### src/rtl/spi_dr_pkg.sv
package spi_dr_pkg;

  typedef enum logic [1:0] {
    ROLE_OFF    = 2'd0,
    ROLE_MASTER = 2'd1,
    ROLE_SEL    = 2'd2,
    ROLE_DESEL  = 2'd3
  } role_e;

  localparam logic [1:0] A_CTRL = 2'd0;
  localparam logic [1:0] A_STAT = 2'd1;
  localparam logic [1:0] A_DATA = 2'd2;

  localparam int B_EN    = 0;
  localparam int B_MSTR  = 1;
  localparam int B_SSIGN = 2;
  localparam int B_CPOL  = 3;
  localparam int B_CPHA  = 4;
  localparam int B_RATE  = 5;
  localparam int B_IE    = 7;
  localparam int B_DONE  = 7;
  localparam int B_COLL  = 6;

  // serial clock half-period in system cycles for each rate code
  function automatic int unsigned half_cycles(input logic [1:0] code);
    case (code)
      2'd0:    return 2;
      2'd1:    return 8;
      2'd2:    return 32;
      default: return 64;
    endcase
  endfunction

endpackage

### src/rtl/spi_dr_role.sv
module spi_dr_role
  import spi_dr_pkg::*;
(
  input  logic  en,
  input  logic  mstr,
  input  logic  ss_ign,
  input  logic  ss_n,
  output role_e role,
  output logic  fault,
  output logic  sclk_oe,
  output logic  mosi_oe,
  output logic  miso_oe
);

  always_comb begin
    fault = en && mstr && !ss_ign && !ss_n;
    if (!en)                     role = ROLE_OFF;
    else if (mstr && (ss_ign || ss_n)) role = ROLE_MASTER;
    else if (ss_ign || !ss_n)    role = ROLE_SEL;
    else                         role = ROLE_DESEL;
  end

  always_comb begin
    sclk_oe = (role == ROLE_MASTER);
    mosi_oe = (role == ROLE_MASTER);
    miso_oe = (role == ROLE_SEL);
  end

endmodule

### src/rtl/spi_dr_clkgen.sv
module spi_dr_clkgen
  import spi_dr_pkg::*;
#(
  parameter int DW       = 8,
  parameter int MAX_HALF = 64
) (
  input  logic       clk,
  input  logic       rst_n,
  input  logic       start,
  input  logic       abort,
  input  logic [1:0] rate,
  output logic       busy,
  output logic       phase,
  output logic       lead,
  output logic       trail,
  output logic       finish
);

  localparam int HC_W = $clog2(MAX_HALF);
  localparam int TG_W = $clog2(2 * DW);
  localparam logic [TG_W-1:0] LAST_TG = TG_W'(2 * DW - 1);

  logic [HC_W-1:0] hc_q;
  logic [TG_W-1:0] tg_q;
  logic            busy_q, phase_q;
  logic [HC_W-1:0] lim;
  logic            tick;

  always_comb begin
    lim    = HC_W'(half_cycles(rate) - 1);
    tick   = busy_q && !abort && (hc_q >= lim);
    lead   = tick && !phase_q;
    trail  = tick && phase_q;
    finish = tick && (tg_q == LAST_TG);
    busy   = busy_q;
    phase  = phase_q;
  end

  always_ff @(posedge clk or negedge rst_n) begin
    if (!rst_n) begin
      hc_q <= '0; tg_q <= '0; busy_q <= 1'b0; phase_q <= 1'b0;
    end else if (abort) begin
      hc_q <= '0; tg_q <= '0; busy_q <= 1'b0; phase_q <= 1'b0;
    end else if (start) begin
      hc_q <= '0; tg_q <= '0; busy_q <= 1'b1; phase_q <= 1'b0;
    end else if (busy_q) begin
      if (tick) begin
        hc_q    <= '0;
        phase_q <= !phase_q;
        tg_q    <= tg_q + 1'b1;
        if (tg_q == LAST_TG) busy_q <= 1'b0;
      end else begin
        hc_q <= hc_q + 1'b1;
      end
    end
  end

  assert_idle_level_R11: assert property (@(posedge clk) disable iff (!rst_n)
    !busy_q |-> !phase_q);
  assert_finish_stops_R2: assert property (@(posedge clk) disable iff (!rst_n)
    finish |=> !busy_q);
  assert_clock_holds_R6: assert property (@(posedge clk) disable iff (!rst_n)
    (busy_q && !tick && !abort) |=> (phase_q == $past(phase_q)));

endmodule

### src/rtl/spi_dr_shifter.sv
module spi_dr_shifter #(
  parameter int DW = 8
) (
  input  logic          clk,
  input  logic          rst_n,
  input  logic          clear,
  input  logic          load,
  input  logic [DW-1:0] load_val,
  input  logic          lead,
  input  logic          trail,
  input  logic          cpha,
  input  logic          din,
  output logic [DW-1:0] sh,
  output logic          mid,
  output logic          byte_done
);

  localparam int BW = $clog2(DW);
  localparam logic [BW-1:0] LAST = BW'(DW - 1);

  logic [DW-1:0] sh_q;
  logic [BW-1:0] bits_q;
  logic          rx_q, pend_q;
  logic          samp, shft;

  always_comb begin
    samp      = !clear && (cpha ? trail : lead);
    shft      = !clear && (cpha ? lead : trail);
    byte_done = samp && (bits_q == LAST);
    mid       = pend_q || (bits_q != '0);
    sh        = sh_q;
  end

  always_ff @(posedge clk or negedge rst_n) begin
    if (!rst_n) begin
      sh_q <= '0; bits_q <= '0; rx_q <= 1'b0; pend_q <= 1'b0;
    end else begin
      if (load) sh_q <= load_val;
      if (clear) begin
        bits_q <= '0;
        pend_q <= 1'b0;
      end else if (samp) begin
        if (bits_q == LAST) begin
          sh_q   <= {sh_q[DW-2:0], din};
          bits_q <= '0;
          pend_q <= 1'b0;
        end else begin
          rx_q   <= din;
          pend_q <= 1'b1;
          bits_q <= bits_q + 1'b1;
        end
      end else if (shft && pend_q) begin
        sh_q   <= {sh_q[DW-2:0], rx_q};
        pend_q <= 1'b0;
      end
    end
  end

  assert_byte_rewinds_R2: assert property (@(posedge clk) disable iff (!rst_n)
    byte_done |=> (bits_q == '0 && !pend_q));
  assert_sample_pends_R8: assert property (@(posedge clk) disable iff (!rst_n)
    (samp && bits_q != LAST) |=> pend_q);

endmodule

### src/rtl/spi_dual_role.sv
module spi_dual_role
  import spi_dr_pkg::*;
#(
  parameter int DW       = 8,
  parameter int MAX_HALF = 64
) (
  input  logic          clk,
  input  logic          rst_n,
  input  logic [1:0]    bus_addr,
  input  logic          bus_wr,
  input  logic [DW-1:0] bus_wdata,
  output logic [DW-1:0] bus_rdata,
  input  logic          gie,
  output logic          irq,
  input  logic          sclk_i,
  output logic          sclk_o,
  output logic          sclk_oe,
  input  logic          mosi_i,
  output logic          mosi_o,
  output logic          mosi_oe,
  input  logic          miso_i,
  output logic          miso_o,
  output logic          miso_oe,
  input  logic          ss_n_i
);

  logic [7:0] ctrl_q;
  logic       done_q, coll_q, sclk_prev_q;

  role_e      role;
  logic       fault;
  logic       cg_busy, cg_phase, cg_lead, cg_trail, cg_finish, cg_start, cg_abort;
  logic [DW-1:0] sh;
  logic       sh_mid, sh_done, sh_clear, sh_lead, sh_trail, sh_load, sh_din;
  logic       s_chg, s_lead, s_trail;
  logic       wr_ctrl, wr_stat, wr_data, busy;
  logic       done_set, done_clr, coll_set, coll_clr;
  logic       cpol, cpha;
  logic [1:0] rate;

  assign cpol = ctrl_q[B_CPOL];
  assign cpha = ctrl_q[B_CPHA];
  assign rate = ctrl_q[B_RATE +: 2];

  spi_dr_role u_role (
    .en      (ctrl_q[B_EN]),
    .mstr    (ctrl_q[B_MSTR]),
    .ss_ign  (ctrl_q[B_SSIGN]),
    .ss_n    (ss_n_i),
    .role    (role),
    .fault   (fault),
    .sclk_oe (sclk_oe),
    .mosi_oe (mosi_oe),
    .miso_oe (miso_oe)
  );

  always_comb begin
    wr_ctrl  = bus_wr && (bus_addr == A_CTRL);
    wr_stat  = bus_wr && (bus_addr == A_STAT);
    wr_data  = bus_wr && (bus_addr == A_DATA);
    busy     = cg_busy || sh_mid;
    sh_load  = wr_data && !busy;
    cg_start = sh_load && (role == ROLE_MASTER);
    cg_abort = (role != ROLE_MASTER);
    sh_clear = (role == ROLE_OFF) || (role == ROLE_DESEL) || fault ||
               (cg_busy && role != ROLE_MASTER) ||
               (role == ROLE_MASTER && !cg_busy);
    s_chg    = (role == ROLE_SEL) && (sclk_i != sclk_prev_q);
    s_lead   = s_chg && (sclk_i != cpol);
    s_trail  = s_chg && (sclk_i == cpol);
    sh_lead  = (role == ROLE_MASTER) ? cg_lead  : s_lead;
    sh_trail = (role == ROLE_MASTER) ? cg_trail : s_trail;
    sh_din   = (role == ROLE_MASTER) ? miso_i   : mosi_i;
    done_set = ((role == ROLE_MASTER) && cg_finish) ||
               ((role == ROLE_SEL) && sh_done) || fault;
    done_clr = wr_stat && bus_wdata[B_DONE];
    coll_set = wr_data && busy;
    coll_clr = wr_stat && bus_wdata[B_COLL];
  end

  spi_dr_clkgen #(.DW(DW), .MAX_HALF(MAX_HALF)) u_clkgen (
    .clk    (clk),
    .rst_n  (rst_n),
    .start  (cg_start),
    .abort  (cg_abort),
    .rate   (rate),
    .busy   (cg_busy),
    .phase  (cg_phase),
    .lead   (cg_lead),
    .trail  (cg_trail),
    .finish (cg_finish)
  );

  spi_dr_shifter #(.DW(DW)) u_shift (
    .clk       (clk),
    .rst_n     (rst_n),
    .clear     (sh_clear),
    .load      (sh_load),
    .load_val  (bus_wdata),
    .lead      (sh_lead),
    .trail     (sh_trail),
    .cpha      (cpha),
    .din       (sh_din),
    .sh        (sh),
    .mid       (sh_mid),
    .byte_done (sh_done)
  );

  always_ff @(posedge clk or negedge rst_n) begin
    if (!rst_n) begin
      ctrl_q      <= '0;
      done_q      <= 1'b0;
      coll_q      <= 1'b0;
      sclk_prev_q <= 1'b0;
    end else begin
      if (wr_ctrl) ctrl_q <= bus_wdata[7:0];
      if (fault)   ctrl_q[B_MSTR] <= 1'b0;
      done_q      <= done_set || (done_q && !done_clr);
      coll_q      <= coll_set || (coll_q && !coll_clr);
      sclk_prev_q <= sclk_i;
    end
  end

  always_comb begin
    case (bus_addr)
      A_CTRL:  bus_rdata = DW'(ctrl_q);
      A_STAT:  bus_rdata = DW'({done_q, coll_q, 6'b0});
      A_DATA:  bus_rdata = sh;
      default: bus_rdata = '0;
    endcase
    irq    = done_q && ctrl_q[B_IE] && gie;
    sclk_o = cpol ^ cg_phase;
    mosi_o = sh[DW-1];
    miso_o = sh[DW-1];
  end

  assert_fault_demotes_R5: assert property (@(posedge clk) disable iff (!rst_n)
    fault |=> (!ctrl_q[B_MSTR] && done_q && !cg_busy));
  assert_coll_flags_R4: assert property (@(posedge clk) disable iff (!rst_n)
    (wr_data && busy) |=> coll_q);
  assert_w1c_done_R3: assert property (@(posedge clk) disable iff (!rst_n)
    (wr_stat && bus_wdata[B_DONE] && !done_set) |=> !done_q);
  assert_off_quiet_R7: assert property (@(posedge clk) disable iff (!rst_n)
    !ctrl_q[B_EN] |-> !(sclk_oe || mosi_oe || miso_oe || cg_busy));
  assert_desel_idle_R9: assert property (@(posedge clk) disable iff (!rst_n)
    (role == ROLE_DESEL) |=> !sh_mid);

endmodule

### config.mk
export PLATFORM = sky130hd
export DESIGN_NAME = spi_dual_role
export DESIGN_NICKNAME = d
export VERILOG_FILES = /design/src/rtl/spi_dr_pkg.sv /design/src/rtl/spi_dr_role.sv /design/src/rtl/spi_dr_clkgen.sv /design/src/rtl/spi_dr_shifter.sv /design/src/rtl/spi_dual_role.sv
export SDC_FILE = /design/constraint.sdc
export NUM_CORES = 1
export LEC_CHECK = 0
export BUFFER_PORTS_ARGS = -buffer_cell sky130_fd_sc_hd__buf_2
export CAP_MARGIN = 15
export CORE_ASPECT_RATIO = 1.1
export CORE_MARGIN = 2
export CORE_UTILIZATION = 40
export CTS_CLUSTER_SIZE = 40
export DETAILED_ROUTE_END_ITERATION = 6
export SETUP_SLACK_MARGIN = 0.5
export SYNTH_ARGS = -nofsm -noshare
export SYNTH_HDL_FRONTEND = slang
export SYNTH_SLANG_ARGS = --single-unit
### constraint.sdc
create_clock -name clk -period 5.7 [get_ports clk]
set_clock_uncertainty 0.2 [all_clocks]
set_input_delay 0.285 -clock clk [delete_from_list [all_inputs] [get_ports clk]]
set_output_delay 0.285 -clock clk [all_outputs]
set_load 0.05 [all_outputs]
Yosys cells after proc, flatten, opt, wreduce, memory -nomap -nowiden. Cells that the tools add are included.

Bits in registers: 36. Latch bits: 0. Memory bits (writable): 0. ROM bits: 0. Bits of input ports: 18. Output and inout bits: 15. Logic and storage cells: 139. Memories kept: 0.

Add/subtract/negate cells: 4. Multipliers: 0. Div/mod/pow operators: 0. $lt $le $gt $ge: 1. Equal/unequal tests: 13. Shifts and indexed selects: 0. Multiplexer cells: 41. Bitwise logic cells: 3. Reduce and logical (&&, ||, !) cells: 64.

Operators with widths (number): 2-to-1 mux 8 bit (5); logical AND 1 bit (32); 2-to-1 mux 6 bit (4); case mux 8 bit (3 select lines) (1); 2-to-1 mux 1 bit (20); case mux 6 bit (3 select lines) (1); 2-to-1 mux 4 bit (4); logical OR 1 bit (12); nonzero test 3 bit (4); logical NOT 1 bit (9); 2-to-1 mux 3 bit (3); equality test 2 bit (second input constant) (4); adder 6 x 1 -> 6 bit (second input constant) (1); equality test 2 x 1 -> 1 bit (second input constant) (3); greater-or-equal comparator 6 bit (1); logical NOT 2 bit (3); 2-to-1 mux 2 bit (3); subtractor 6 x 1 -> 6 bit (second input constant) (1); adder 4 x 1 -> 4 bit (second input constant) (1); equality test 4 bit (second input constant) (1); nonzero test 2 bit (2); adder 3 x 1 -> 3 bit (second input constant) (1); equality test 3 bit (second input constant) (1); AND reduction 3 bit (1); other kinds (6) (8).

Longest topological paths before layout.
Depth after elaboration: 18. Gate-level depth with buffers: 11. Gate-level depth less buffers: 10.

By module. From an unflattened synthesis, not the netlist that was laid out.

Cells, all modules: 248. Area total of the unflattened synthesis: 2446.1 um^2.

By module, submodules not included: spi_dr_clkgen (instances 1, cells each 96, area an instance 883.3 um^2); spi_dual_role (instances 1, cells each 78, area an instance 758.2 um^2); spi_dr_shifter (instances 1, cells each 64, area an instance 747.0 um^2); spi_dr_role (instances 1, cells each 10, area an instance 57.6 um^2).

Worst setup path after synthesis. OpenSTA, ideal clock, no wires.

Path kind: register to register. Start point: register ctrl_q[2]. End point: register u_shift.sh_q[0] (netlist: u_shift.sh[0]). Library setup time: 0.126 ns. Arrival time: 2.809 ns. Required time: 5.374 ns. Slack: 2.565 ns. Stages on the path, launching flop included: 12. Path through: dfrtp_1 mux2_2 nand2_1 inv_1 ha_1 buf_4 nand3_1 a2111oi_1 nor3_2 a221oi_2 o21ai_2 a221o_1.

Elaborated cells between the ends (all ways): 41.

RTL lines: start, declared (line spi_dual_role.sv:27) `logic [7:0] ctrl_q;`; start signal, assigned (line spi_dual_role.sv:116) `if (wr_ctrl) ctrl_q <= bus_wdata[7:0];`; logical OR 1 bit (on tied branches) (line spi_dr_role.sv:19, spi_dr_role.sv:18); 2-to-1 mux 1 bit or logical AND 1 bit (tied branches) (line spi_dr_role.sv:19, spi_dr_role.sv:18); 2-to-1 mux 2 bit (*) (line spi_dr_role.sv:18) `else if (mstr && (ss_ign || ss_n)) role = ROLE_MASTER;`; 2-to-1 mux 2 bit (*) (line spi_dr_role.sv:17) `if (!en) role = ROLE_OFF;`; equality test 2 x 1 -> 1 bit (*); named net mosi_oe (line spi_dual_role.sv:20) `output logic mosi_oe,`; logical AND 1 bit (line spi_dual_role.sv:67) `(role == ROLE_MASTER && !cg_busy);`; logical OR 1 bit (line spi_dual_role.sv:66) `(cg_busy && role != ROLE_MASTER) ||`; logical NOT 1 bit (line spi_dr_shifter.sv:27, spi_dr_shifter.sv:28); logical AND 1 bit (line spi_dr_shifter.sv:28) `shft = !clear && (cpha ? lead : trail);`; logical AND 1 bit (line spi_dr_shifter.sv:52) `end else if (shft && pend_q) begin`; 2-to-1 mux 8 bit (line spi_dr_shifter.sv:52); 2-to-1 mux 8 bit (line spi_dr_shifter.sv:42) `end else if (samp) begin`; 2-to-1 mux 8 bit (*) (line spi_dr_shifter.sv:39) `if (clear) begin`; end signal, assigned (line spi_dr_shifter.sv:38) `if (load) sh_q <= load_val;`; end signal, assigned (line spi_dr_shifter.sv:44) `sh_q <= {sh_q[DW-2:0], din};`; end signal, assigned (line spi_dr_shifter.sv:53) `sh_q <= {sh_q[DW-2:0], rx_q};`; end, declared (line spi_dr_shifter.sv:21) `logic [DW-1:0] sh_q;`.

The timed path passes the listed nets; every way through them passes the cells marked *. A chain may end at the register's enable or synchronous reset.

Worst setup path after layout.
Start point: register ctrl_q[2]. End point: register u_shift.sh_q[0] (netlist: u_shift.sh[0]).

Cells in the longest elaborated chain, start to end: 16. Elaborated cells between the ends (all ways): 41.

RTL lines: logical OR 1 bit (on tied branches) (line spi_dr_role.sv:19, spi_dr_role.sv:18); 2-to-1 mux 1 bit or logical AND 1 bit (tied branches) (line spi_dr_role.sv:19, spi_dr_role.sv:18); 2-to-1 mux 2 bit (line spi_dr_role.sv:18); 2-to-1 mux 2 bit (line spi_dr_role.sv:17); inequality test 2 x 1 -> 1 bit (line spi_dual_role.sv:64, spi_dual_role.sv:66); logical NOT 1 bit (line spi_dr_clkgen.sv:31) `tick = busy_q && !abort && (hc_q >= lim);`; logical AND 1 bit (2 in a row) (line spi_dr_clkgen.sv:31); logical AND 1 bit (on tied branches) (line spi_dr_clkgen.sv:33, spi_dr_clkgen.sv:32); 2-to-1 mux 1 bit (on tied branches) (line spi_dual_role.sv:72, spi_dual_role.sv:71); 2-to-1 mux 1 bit (line spi_dr_shifter.sv:28); logical AND 1 bit (line spi_dr_shifter.sv:28); logical AND 1 bit (line spi_dr_shifter.sv:52); 2-to-1 mux 8 bit (line spi_dr_shifter.sv:52); 2-to-1 mux 8 bit (line spi_dr_shifter.sv:42); 2-to-1 mux 8 bit (*) (line spi_dr_shifter.sv:39).

Mark *: on every way between the ends. The rest lies on a longest branch, timed or not.

==> results <==
- The run finished with clean final reports.
- The number of sinks on the clock net is 36.
- The tool flagged a number of max-cap violations equal to 0.
- For this block, the routed nets add up to 4512 um of wire.
- The static leakage power is 0.001107 uW.
- dfrtp_1 is the most common cell in the netlist.
- The number of failing hold endpoints at the final stage was 0.
- The via count normalized by instance count is 5.069.
- The detailed router finished its first iteration with 74 violations.
- Setup repair after global routing left no endpoint under its margin.
- The clock transition at the register clock pins on the worst setup and hold paths after CTS is 70 ps.
- The number of distinct library cells after synthesis is 44.
- The net count of the mapped netlist is 241.
- The clock latency on the worst-skew pair is 280 ps.
- Sequential cells were found to cover 41.00% of the synthesized design area.
- The initial antenna violation count is 0.
- The flip-flop cell with the highest count after synthesis is dfrtp_1.
- In this run, post-CTS repair resized a total of 0 instances.
- The TritonCTS buffer count is 5.
- Summing the areas of all fa, ha and maj instances in the mapped netlist gives 5.695% of the synthesized area.
- During I/O placement, the number of pins put on the boundary was 33.
- The final number of max-transition violations is 0.
- The wire length of the first global-routing pass is 7659 um.
- Cells with a size suffix above 1 make up 28.98% of the layout.
- The number of detailed-route iterations in the first pass is 4.
- The initial cell density of the core is 41.26%.
- The post-route worst hold slack is 45.44 ps.
- The hold-fix buffer count after cts is 2.
- In this run, synthesis inferred 0 flip-flops with an integrated enable.
- Global routing used 16.73% of the available tracks.
- The core region is 0.005325 mm^2.
- Compared with the post-synthesis result, the final layout area differs by 13.27%.
- The share of synthesized cell area in and, or, nand and nor gates is 18.34%.
- The critical path start-end classification is flip-flop to flip-flop.
- Leaving out filler cells and counting taps, the final layout contains 320.
- The wire-length estimate of the detail-placed layout is 3407 um.
- By area, the combinational part of the netlist is dominated by multiplexers.
- The total number of nets in the final design is 273.
- The initialized floorplan defines 28 standard-cell rows.
- The routability congestion estimate from global placement is 0.7874.
- The diode insertion count for antenna repair is 0.
- Entering global routing, the biggest net connects 37 pins.
- In the routed design, unresolved DRC markers number 0.
- The die boundary height is 81.73 um.
- Along the worst path, the maximum fanout reaches 10.
- Routed signal wires occupy layers up through met4.
- TritonCTS built the clock tree.
- Setup violations remaining at the end of the flow were counted as 0.
- The path class of the lowest-slack min-delay path is input pin to flip-flop.
- The critical path arrival is 3030 ps.
- Based on the critical path, the design can be clocked at up to 326.4 MHz.
- The worst supply voltage drop on vdd is 0.1515 mV.
- The H-tree was split into 2 levels.
- In this run the remaining antenna-violating nets after routing total 0.
- The synthesized design contains 36 register bits.
- In the finished design, the share of the clock period the worst path needs comes to 53.75%.
- The root buffer cell is clkbuf_8.
- The commonest cells after synthesis are 36 x dfrtp_1, 24 x nor2_1, 23 x mux2_2, 14 x mux2i_1, 13 x nand2_1.
- Summing the areas of all compound-gate instances in the mapped netlist gives 8.770% of the synthesized area.
- The power density relative to cell area is 349.7 mW/mm^2.
- STA classifies the critical path endpoint as a flip-flop.
- In this run the horizontal extent of the chip is 74.67 um.
- Summing the areas of all xor and xnor instances in the mapped netlist gives 3.588% of the synthesized area.
- The die outline area is 0.006102 mm^2.
- The via count of the first global-routing pass is 1623.
- Summed over all nets, wire length on met3 after detailed routing comes to 169 um.
- In this run, placement finished with an instance count of 311.
- Of the post-synthesis cell area, the part taken by muxes is 18.68%.
- The library cell occupying the most area in the post-synthesis netlist is dfrtp_1.
- The element type at the critical path start is a flip-flop.
- The per-instance average area after synthesis is 10.32 um^2.
- Global routing finished with a remaining overflow of 0.
- The number of warning messages in the yosys log is 0.
- Buffers placed on the I/O ports in this run total 32.
- The detailed route wirelength on metal2 is 2094 um.
- Data on the critical path is required at its endpoint by 5670 ps.
- The mapped cell area is 0.002197 mm^2.
- The number of instances in the synthesized netlist is 213.
- After synthesis, the cell types taking the most area are dfrtp_1 41%, mux2_2 12%, mux2i_1 6.4%, ha_1 5.7%, nor2_1 4.1%.
- The filler cells instantiated in the layout total 528.
- The worst max-slew margin expressed relative to the limit is 42.19%.
- For the pin with the worst max-slew slack, the measured transition is 865.4 ps.
- Dividing the detail-routed wire length by the instance count gives 14.10 um.
- For the final routed database, the setup TNS stands at 0 ps.
- Summing over every cut layer, the via total after detailed routing is 1622.
- The number of buffers on the longest clock path is 2.
- The top-area cell type share of the netlist area is 41.00%.
- The post-CTS setup buffer count is 0.
- After layout, the minimum clock period comes to 3064 ps.
- The wire length the detailed router placed on met1 is 2175 um.
- The async set-reset flop share out of synthesis is 100.0%.
## per-layer routing
metal,GRT usage (%),vias up
met5,0,-
met4,5.893,0
met3,3.804,6
met2,25.93,25
met1,22.98,774
li1,-,817
## through the flow
step	area, um^2	util [%]	power, uW	worst slack (ps)
floorplan	2197	-	634.0	2565
global placement	2391	44.90	703.8	2719
detailed placement	2391	44.90	707.9	2643
CTS	2489	46.73	882.4	2641
global route	2489	46.73	935.2	2325
finish	2489	46.73	870.3	2636
## cells in the final DEF, fill, tap and decap left out, types with 2 or more instances in the layout
cell	count
inv_1	7
a21oi_1	11
dlygate4sd3_1	2
or3b_2	2
clkbuf_8	5
mux2i_1	14
nand2_1	13
o21ai_0	4
nand4_1	4
nand3_1	6
nor2_1	24
nor2b_1	4
and3_1	3
nor3_2	2
dfrtp_1	36
xnor2_1	2
xor2_1	7
nand2b_1	5
buf_2	32
nand3b_1	4
mux2_2	23
nor3_1	3
ha_1	10
## cells by family after synthesis
family,count (synthesis)
AOI/OAI and AO/OA,27
xor gates and xnor gates,9
adders and majority gates,10
buffers and inverters,16
DFF,36
muxes,38
and+or+nand+nor,77
## layout make-up
cell class / count / area (um^2) / share of cell area [%]
clock buffer: 6 / 72.57 / 2.916
sequential: 36 / 900.9 / 36.20
inverter: 7 / 26.28 / 1.056
multi-input combinational: 161 / 1210 / 48.62
clock inverter: 1 / 5.005 / 0.2011
tap: 75 / 93.84 / 3.771
timing repair buffer: 34 / 180.2 / 7.240
## sequential cells by signal (all words and copies together), names as in the netlist
signal,cells
ctrl_q,8
u_shift.sh,8
u_clkgen.hc_q,6
u_clkgen.tg_q,4
u_shift.bits_q,3
coll_q,1
done_q,1
sclk_prev_q,1
u_clkgen.busy,1
u_clkgen.phase,1
u_shift.pend_q,1
u_shift.rx_q,1
## critical path, stage by stage (launching register included)
cell and delay [ps]:
dfrtp_1 420, mux2_2 240, nand2_1 70, inv_1 70, ha_1 370, nand3b_1 180, a2111oi_0 470, nor3_1 130
o22ai_1 260, o21ai_2 190, a221o_1 360
## final timing paths
kind	from	cells past startpoint	endpoint	slack (ps)
max in group asynchronous	rst_n	2	sclk_prev_q$_DFF_PN0_	4350
min	bus_wdata[6]	3	ctrl_q[6]$_DFFE_PN0P_	50
min reg2reg	u_shift.rx_q$_DFFE_PN0P_	1	u_shift.rx_q$_DFFE_PN0P_	290
max	ctrl_q[2]$_DFFE_PN0P_	10	u_shift.sh[0]$_DFF_PN0_	2640
max reg2reg	ctrl_q[2]$_DFFE_PN0P_	10	u_shift.sh[0]$_DFF_PN0_	2640
min in group asynchronous	rst_n	2	u_clkgen.tg_q[0]$_DFFE_PN0P_	430
## power by group
group	switching (uW)	internal (uW)	leakage, uW	total, uW
Clock	85.6	83.0	0.0000410	169
Sequential	50.4	311	0.000463	361
Combinational	207	133	0.000604	341
Power figures use the tool's default switching activity.
